$ cat src/rtl/stn_timing_pkg.sv
package stn_timing_pkg;

  typedef struct packed {
    logic active;   // shift clock and pixel request
    logic line_p;   // line latch pulse
    logic frame_p;  // first-line marker
  } stn_flags_t;

endpackage

$ cat src/rtl/stn_wrap_counter.sv
module stn_wrap_counter #(
  parameter int unsigned LIMIT = 328,
  parameter int unsigned W     = $clog2(LIMIT)
) (
  input  logic         clk,
  input  logic         rst,
  input  logic         step,
  output logic [W-1:0] count,
  output logic         at_last
);

  localparam logic [W-1:0] LAST = W'(LIMIT - 1);

  assign at_last = (count == LAST);

  always_ff @(posedge clk) begin
    if (rst) begin
      count <= '0;
    end else if (step) begin
      count <= at_last ? '0 : count + 1'b1;
    end
  end

endmodule

$ cat src/rtl/stn_sync_decode.sv
module stn_sync_decode
  import stn_timing_pkg::*;
#(
  parameter int unsigned ACT_W    = 320,
  parameter int unsigned HS_AT    = 322,
  parameter int unsigned HS_HIGH  = 1,
  parameter int unsigned VS_SETUP = 1,
  parameter int unsigned VS_HOLD  = 1,
  parameter int unsigned XW       = 9,
  parameter int unsigned YW       = 8
) (
  input  logic [XW-1:0] hpos,
  input  logic [YW-1:0] vpos,
  output stn_flags_t    flags
);

  localparam logic [XW-1:0] ACT_END = XW'(ACT_W);
  localparam logic [XW-1:0] HS_BEG  = XW'(HS_AT);
  localparam logic [XW-1:0] HS_END  = XW'(HS_AT + HS_HIGH);
  localparam logic [XW-1:0] VS_BEG  = XW'(HS_AT - VS_SETUP);
  localparam logic [XW-1:0] VS_END  = XW'(HS_AT + HS_HIGH + VS_HOLD);

  logic first_line;
  assign first_line = (vpos == '0);

  always_comb begin
    flags         = '0;
    flags.active  = (hpos < ACT_END);
    flags.line_p  = (hpos >= HS_BEG) && (hpos < HS_END);
    flags.frame_p = first_line && (hpos >= VS_BEG) && (hpos < VS_END);
  end

endmodule

$ cat src/rtl/stn_timing_gen.sv
module stn_timing_gen
  import stn_timing_pkg::*;
#(
  parameter int unsigned ACT_W      = 320,
  parameter int unsigned ACT_H      = 240,
  parameter int unsigned REGIONS    = 4,
  parameter int unsigned REGION_OVH = 2,
  parameter int unsigned HS_FRONT   = 2,
  parameter int unsigned HS_HIGH    = 1,
  parameter int unsigned HS_BACK    = 1,
  parameter int unsigned VS_SETUP   = 1,
  parameter int unsigned VS_HOLD    = 1,
  parameter int unsigned XW         = $clog2(ACT_W + REGIONS * REGION_OVH),
  parameter int unsigned YW         = $clog2(ACT_H)
) (
  input  logic          clk,
  input  logic          rst,
  input  logic          vid_ce,
  output logic          sclk_en,
  output logic          line_pulse,
  output logic          frame_pulse,
  output logic          pix_valid,
  output logic [XW-1:0] pix_x,
  output logic [YW-1:0] pix_y
);

  localparam int unsigned H_TOTAL = ACT_W + REGIONS * REGION_OVH;
  localparam int unsigned HS_AT   = ACT_W + HS_FRONT;

  // Layout legality: every window at least one tick, all sync inside overhead
  if (HS_HIGH < 1 || HS_BACK < 1 || VS_SETUP < 1 || VS_HOLD < 1 ||
      VS_SETUP > HS_FRONT ||
      HS_AT + HS_HIGH + VS_HOLD > H_TOTAL ||
      H_TOTAL - HS_AT - HS_HIGH < HS_BACK) begin : g_bad_layout
    $error("stn_timing_gen: sync windows do not fit the line overhead");
  end

  logic [XW-1:0] hcnt;
  logic [YW-1:0] vcnt;
  logic          h_last;
  logic          v_last;
  stn_flags_t    flags;

  stn_wrap_counter #(.LIMIT(H_TOTAL), .W(XW)) u_hcnt (
    .clk     (clk),
    .rst     (rst),
    .step    (vid_ce),
    .count   (hcnt),
    .at_last (h_last)
  );

  stn_wrap_counter #(.LIMIT(ACT_H), .W(YW)) u_vcnt (
    .clk     (clk),
    .rst     (rst),
    .step    (vid_ce && h_last),
    .count   (vcnt),
    .at_last (v_last)
  );

  stn_sync_decode #(
    .ACT_W    (ACT_W),
    .HS_AT    (HS_AT),
    .HS_HIGH  (HS_HIGH),
    .VS_SETUP (VS_SETUP),
    .VS_HOLD  (VS_HOLD),
    .XW       (XW),
    .YW       (YW)
  ) u_dec (
    .hpos  (hcnt),
    .vpos  (vcnt),
    .flags (flags)
  );

  // Registered outputs: each enabled tick publishes the position it covers
  always_ff @(posedge clk) begin
    if (rst) begin
      sclk_en     <= 1'b0;
      pix_valid   <= 1'b0;
      line_pulse  <= 1'b0;
      frame_pulse <= 1'b0;
      pix_x       <= '0;
      pix_y       <= '0;
    end else if (vid_ce) begin
      sclk_en     <= flags.active;
      pix_valid   <= flags.active;
      line_pulse  <= flags.line_p;
      frame_pulse <= flags.frame_p;
      pix_x       <= hcnt;
      pix_y       <= vcnt;
    end
  end

  logic unused_vlast;
  assign unused_vlast = v_last;

endmodule

$ cat config.mk
export PLATFORM = sky130hd
export DESIGN_NAME = stn_timing_gen
export DESIGN_NICKNAME = d
export VERILOG_FILES = /design/src/rtl/stn_timing_pkg.sv /design/src/rtl/stn_wrap_counter.sv /design/src/rtl/stn_sync_decode.sv /design/src/rtl/stn_timing_gen.sv
export SDC_FILE = /design/constraint.sdc
export NUM_CORES = 1
export LEC_CHECK = 0
export ABC_AREA = 1
export BUFFER_PORTS_ARGS = -buffer_cell sky130_fd_sc_hd__clkbuf_2
export CAP_MARGIN = 20
export CORE_MARGIN = 4
export CORE_UTILIZATION = 45
export CTS_CLUSTER_SIZE = 10
export DETAILED_ROUTE_END_ITERATION = 10
export GPL_TIMING_DRIVEN = 0
export HOLD_SLACK_MARGIN = 0.03
export PLACE_DENSITY = 0.69
export SLEW_MARGIN = 30
export SYNTH_ARGS = -nofsm -noshare
export SYNTH_HDL_FRONTEND = slang
export SYNTH_SLANG_ARGS = --single-unit
$ cat constraint.sdc
create_clock -name clk -period 1.65 [get_ports clk]
set_input_delay 0.0825 -clock clk [delete_from_list [all_inputs] [get_ports clk]]
set_output_delay 0.0825 -clock clk [all_outputs]
set_load 0.03 [all_outputs]
==> results of run 1 <==
[layout make-up]
class                      instances  share of cell area (%)
multi-input combinational        151                    39.4
sequential                        37                    39.2
timing repair buffer              27                    7.89
tap                               46                    3.02
buffer                             8                    2.63
clock buffer                       6                    2.17
clock inverter                     2                   0.526
inverter                          26                    5.13
[metal layers]
layer | wire length (um) | global-route usage [%]
met1 | 1860 | 25.4
met2 | 1650 | 27.3
met3 | 258 | 5.75
met4 | 67 | 5.96
met5 | 0 | 0
[Yosys cell counts]
master | n | share of area [%]
a211oi_1 | 2 | 0.92
a21oi_1 | 25 | 7.7
a31oi_1 | 2 | 0.77
buf_1 | 1 | 0.23
buf_2 | 1 | 0.31
buf_4 | 1 | 0.46
buf_6 | 2 | 1.4
clkbuf_1 | 3 | 0.69
dfxtp_1 | 37 | 45
ha_1 | 4 | 3.1
inv_1 | 25 | 5.7
inv_2 | 1 | 0.23
nand2_1 | 42 | 9.7
nand2_2 | 1 | 0.38
nand3_1 | 9 | 2.8
nand3_2 | 1 | 0.61
nand3b_1 | 1 | 0.46
nand4_1 | 4 | 1.5
nor2_1 | 25 | 5.7
nor2_2 | 2 | 0.77
nor2_4 | 3 | 2.1
nor3_1 | 9 | 2.8
o21ai_0 | 19 | 5.8
o21ai_1 | 2 | 0.61
[critical path, cell delays in order (launching register included)]
cell	delay, ns
dfxtp_4	0.40
ha_1	0.17
nand2_1	0.07
inv_2	0.11
nand3_2	0.10
nor2_4	0.19
buf_4	0.16
nand3_1	0.09
nor2_1	0.11
nor2_1	0.05
[sequential cells by signal, summed over array words and instances, names as in the netlist]
name	count
u_vcnt.count	8
pix_x	9
pix_y	8
line_pulse	1
frame_pulse	1
pix_valid	1
u_hcnt.count	9
[worst max-delay path by stage]
stage,start,end,slack (ns),cells past startpoint
floorplan,u_hcnt.count[0],u_vcnt.count[3],0.23,8
global placement,u_hcnt.count[0],u_vcnt.count[5],-0.03,8
detailed placement,u_hcnt.count[0],u_vcnt.count[3],-0.06,8
CTS,u_hcnt.count[1],u_vcnt.count[3],0.06,8
global route,u_hcnt.count[0],u_vcnt.count[4],-0.03,10
finish,u_hcnt.count[0],u_vcnt.count[7],0.11,9
[cell families (layout without fill, tap and decap cells)]
family | count (synthesis) | after routing | share of synthesized area (%)
AOI/OAI and AO/OA | 50 | 50 | 15.8
adders and majority gates | 4 | 4 | 3.07
buffers and inverters | 34 | 69 | 9.04
DFF | 37 | 37 | 45.4
and+or+nand+nor | 97 | 97 | 26.7
[through the flow]
stage,TNS (ns),cells
after floorplan,0,222
after global placement,-0.0821,290
after detailed placement,-0.151,290
after CTS,0,299
after global routing,-0.0612,303
final,0,303
[power by group]
part / switching [mW] / internal, mW
Sequential: 0.0164 / 0.919
Clock: 0.303 / 0.162
Combinational: 0.116 / 0.0471
Total: 0.436 / 1.13
[repair_timing]
item | in CTS | in global routing
pin swaps | 0 | 1
buffers inserted | 0 | 4
gates cloned | 0 | 0
hold buffers | 1 | 0
setup endpoints to repair | 3 | 8
endpoints found under the hold margin | 5 | 0
gates resized for setup | 2 | 6
==> impl_results.md, run 1 <==
- Status: complete, no violations
- Final nets: 263
- Final worst setup slack: between 0.1 and 0.15 ns
- IO Pins: 24
- Crit path max fanout: 6
- Vias in the first global route: 1,347
- Via-to-Cell Ratio: about 5.0
- Worst setup SP type: register
- Grt total ovfl: 0
- DR pass1 iterations: 4
- Starting DRT DRC Count: around 140
- Crit. End Element: register
- Final cycle utilization of the critical path: between 90% and 100%
- RePlAce Congestion: approximately 0.9
- Register area: 746 sq um
- Fin util: 55.7%
- Unique cell type count in the Yosys netlist: 24
- Root Buffer: clkbuf_4
- Die ar.: about 4700 sq um
- DRC viols: 0
- Mapped Cells: 222
- Max Root-Sink Buffers: 2
- CP Class: register to register
- Slew @ Worst Pin: ~0.57 ns
- Most common cell after layout, fill and taps aside: nand2_1
- Worst hold slack: between 0.1 and 0.15 ns
- GRT Overall Usage: a little under a fifth
- Die H: slightly below 70 um
- Synthesized Nets: about 230
- # port buffers: 22
- Synthesized area per cell: around 7.4 sq um
- Multi-input logic area: ~750 sq um
- Leakage: between 0.8 and 0.9 nW
- Clock sink count: 37
- Worst Hold End: u_hcnt.count[0]
- Core area: between 3000 and 4000 sq um
- WL final: around 3800 um
- Cell Pwr Density: 822 nW/um^2
- Max Clk Rate: roughly 0.65 GHz
- DR vias: 1,526
- Syn Std Cell Area: approximately 1600 sq um
- Area Growth Syn to Fin: 16.6%
- Worst-path clk slew: roughly 0.11 ns
- Layout cell share with drive strength beyond 1: approximately a fifth
- Initial antenna violation count: 0
- Arrival @ worst endpoint: about 1.8 ns
- Avg WL per Cell: 12.6 um
- Largest net degree at the start of global routing: 12
- Worst r2r dst: u_vcnt.count[7]
- Post-layout minimum cycle time: 1.54 ns
- Cells on Worst Hold Path: 4
- Worst skew pair latency: 0.35 ns
- Max-slew violation count: 0
- Worst min path class: primary input to register
- Synth warn: 0
- Final Total Pwr: 1.56 mW
- First-pass GRT wire length: 6340 um
- Max Cap Viol: 0
- Maximum VDD drop: approximately 0.00058 V
- Cts bufs inserted: 5
- Yosys reg bits: 37
- Slew HR: between 60% and 70%
- Filler Cell Count: about 350
- Commonest non-fill, non-tap cells in the layout: nand2_1 (42), dfxtp_1 (35), inv_1 (24), nor2_1 (24), a21oi_1 (24)
- Cells on worst reg2reg path: 9
- Post-route cell area: around 1900 sq um
- # setup viols final: 0
- Fin. Hold Viols: 0
- H-tree Lvls: 2
- Starting density of the core: around 48%
- FF-to-FF setup slack: 0.11 ns
- Die width: 68.2 um
- R2r startpoint: u_hcnt.count[0]
- # rows: 21
- CTS tree: built
- Register area share after synthesis: between 40 and 50%
- Final ANT Viol Nets: 0
- DPL Wire Length: about 2700 um
- Worst Path Required: around 1.9 ns
- Ant. Diodes: 0
- Hold Crit Start: vid_ce
- Placed cell areas: approximately 1800 sq um
- Clock Skew: 0.00507 ns
- DP Worst Slack: -0.0572 ns
Power figures use the tool's default switching activity.
==> run 2: changes to the inputs <==
Settings changed: CORE_ASPECT_RATIO from default to 1.4.
==> impl_results.md, run 2 (synthesis gave the netlist of run 1 again) <==
- Ordered cell list for the critical path: ha_1 > nand2_1 > inv_2 > nand3_2 > nor2_4 > nor2_2 > nor2_2 > nor2_1
- DR vias: 1,481 (-2.9%)
- CTS tree: built
- Grt total ovfl: 0 (unchanged)
- Clock sink count: 37 (unchanged)
- # port buffers: 22 (unchanged)
- Worst skew pair latency: 0.29 ns (-0.06 ns)
- Slew @ Worst Pin: 0.497 ns (-0.0720 ns)
- Max Cap Viol: 0 (unchanged)
- Maximum VDD drop: 0.000565 V (-2.0%)
- Die ar.: 4670 sq um (+0.30%)
- Vias in the first global route: 1,458 (+8.2%)
- Starting DRT DRC Count: 46 (-66%)
- Largest net degree at the start of global routing: 12 (unchanged)
- Fin. Hold Viols: 0 (unchanged)
- Worst setup SP type: register
- Worst hold slack: 0.0843 ns (-0.0586 ns)
- WL final: 3870 um (+0.91%)
- Arrival @ worst endpoint: 1.66 ns (-0.13 ns)
- Starting density of the core: 47.5% (-0.35 points)
- Most common cell after layout, fill and taps aside: nand2_1
- Layout cell share with drive strength beyond 1: 18.1% (-1.3 points)
- Die width: 58.9 um (-14%)
- Max-slew violation count: 0 (unchanged)
- # rows: 25 (+19%)
- R2r startpoint: u_hcnt.count[1]
- Top flop regs: pix_x x9, u_hcnt.count x9
- RSZ-0062 raised after global routing: no
- Final cycle utilization of the critical path: 90.0% (-3.2 points)
- Worst-path clk slew: 0.07 ns (-0.04 ns)
- Die H: 79.3 um (+16%)
- Via-to-Cell Ratio: 5.04 (about the same)
- Post-layout minimum cycle time: 1.48 ns (-0.0532 ns)
- Worst r2r dst: u_vcnt.count[3]
- Most used cell, CP: nor2_2
- DR pass1 iterations: 4 (unchanged)
- Area Growth Syn to Fin: 16.0%
- H-tree Lvls: 2 (unchanged)
- Crit. End Element: register
- Commonest non-fill, non-tap cells in the layout: nand2_1 (42), dfxtp_1 (36), a21oi_1 (25), inv_1 (24), nor2_1 (24)
- Crit path max fanout: 6 (unchanged)
- Filler Cell Count: 360 (+4.0%)
- Crit path max-delay cell type: dfxtp_1
- Cells on Worst Hold Path: 2 (-2)
- Final ANT Viol Nets: 0 (unchanged)
- Post-route cell area: 1890 sq um (-0.46%)
- Initial antenna violation count: 0 (unchanged)
- Cell Pwr Density: 898 nW/um^2 (+9.2%)
- Leakage: 0.820 nW (-0.34%)
- Hold_buf cts: 0 (-1)
- Avg WL per Cell: 13.2 um (+4.0%)
- Hold Crit Start: rst
- GRT Overall Usage: 19.1% (+0.60 points)
- Cells on worst reg2reg path: 8 (-1)
- Max incr delay on CP: 0.40 ns (about the same)
- CP Class: register to register
- RePlAce Congestion: 0.896 (+0.69%)
- Fin util: 55.1% (-0.66 points)
- Worst Hold End: pix_x[0]
- Placed cell areas: 1790 sq um (-0.42%)
- Worst Path Required: 1.83 ns (-0.07 ns)
- Clock Skew: 0.00598 ns (+0.000906 ns)
- # setup viols final: 0 (unchanged)
- Worst min path class: primary input to register
- Non-Filler Instances: 294 (-3.0%)
- Final nets: 260 (-1.1%)
- First-pass GRT wire length: 6680 um (+5.3%)
- FF-to-FF setup slack: 0.17 ns (+0.05 ns)
- Final Total Pwr: 1.70 mW (+8.7%)
- Cells after DPL: 284 (-2.1%)
- WP buf/inv: 1 (-1)
- IO Pins: 24 (unchanged)
- Max Clk Rate: 0.674 GHz (+3.6%)
- Root Buffer: clkbuf_8
- DPL Wire Length: 2920 um (+6.8%)
- DRC viols: 0 (unchanged)
- Core area: 3440 sq um (+0.73%)
- Cts bufs inserted: 5 (unchanged)
- Status: complete, no violations
- Slew HR: 66.9% (+4.8 points)
- Max Root-Sink Buffers: 2 (unchanged)
- Ant. Diodes: 0 (unchanged)
- Crit path max-delay family: simple AND/OR/NAND/NOR gates
==> run 2: cell count changes in the layout (fill, tap and decap cells not counted), sizes merged <==
| cell | change |
|---|---|
| buf | -2 |
| dlygate4sd3 | -1 |
==> run 2: timing repair <==
action	CTS	global route
endpoints found under the setup margin	3	9
setup buffers	2	0
pin swaps	1	1
resized for setup	1	2
==> run 2: layout make-up <==
cell class              count  area (sq um)  share of cell area (%)
plain buffers               8          50.0                    2.64
inverters                  26          97.6                    5.15
clock buffers               6          72.6                    3.83
clock inverters             2          10.0                   0.528
flip-flops and latches     37           742                    39.2
repair buffers             24           125                    6.61
multi-input cells         151           747                    39.4
well taps                  40          50.0                    2.64
==> run 2: worst max path at each step <==
stage / startpoint / end / slack (ns) / cells past startpoint
after global placement: u_hcnt.count[0] / u_vcnt.count[3] / -0.04 / 8
final: u_hcnt.count[1] / u_vcnt.count[3] / 0.17 / 8
after detailed placement: u_hcnt.count[0] / u_vcnt.count[3] / -0.05 / 8
after floorplan: u_hcnt.count[0] / u_vcnt.count[3] / 0.23 / 8
after global routing: u_hcnt.count[1] / u_vcnt.count[4] / 0.007 / 8
after CTS: u_hcnt.count[1] / u_vcnt.count[3] / 0.02 / 8
==> run 2: routing by layer <==
| layer | GRT usage [%] | up-vias | part of all wire, % |
|---|---|---|---|
| met5 | 0 | - | 0 |
| met4 | 7.48 | 0 | 1.8 |
| li1 | - | 785 | - |
| met1 | 21.1 | 658 | 42 |
| met3 | 5.69 | 10 | 4.8 |
| met2 | 33.2 | 28 | 51 |
==> run 2: worst reg2reg max path: cells and delay by family (launching register included) <==
kind                     cells  cell delay, ns
buffers and inverters        1            0.11
AND/OR/NAND/NOR              6            0.68
adder cells (fa/ha/maj)      1            0.19
flip-flops                   1            0.40
==> run 2: power breakdown <==
part / leakage (nW) / internal, mW / switching [mW]
Clock: 0.0450 / 0.292 / 0.311
Sequential: 0.302 / 0.919 / 0.0162
Combinational: 0.473 / 0.0451 / 0.117
Total: 0.820 / 1.26 / 0.444
==> run 2: through the flow <==
stage	TNS (ns)	worst slack (ns)
after floorplan	0	0.233
after global placement	-0.0647	-0.0384
after detailed placement	-0.0999	-0.0462
after CTS	0	0.0196
after global routing	0	0.00686
final	0	0.165
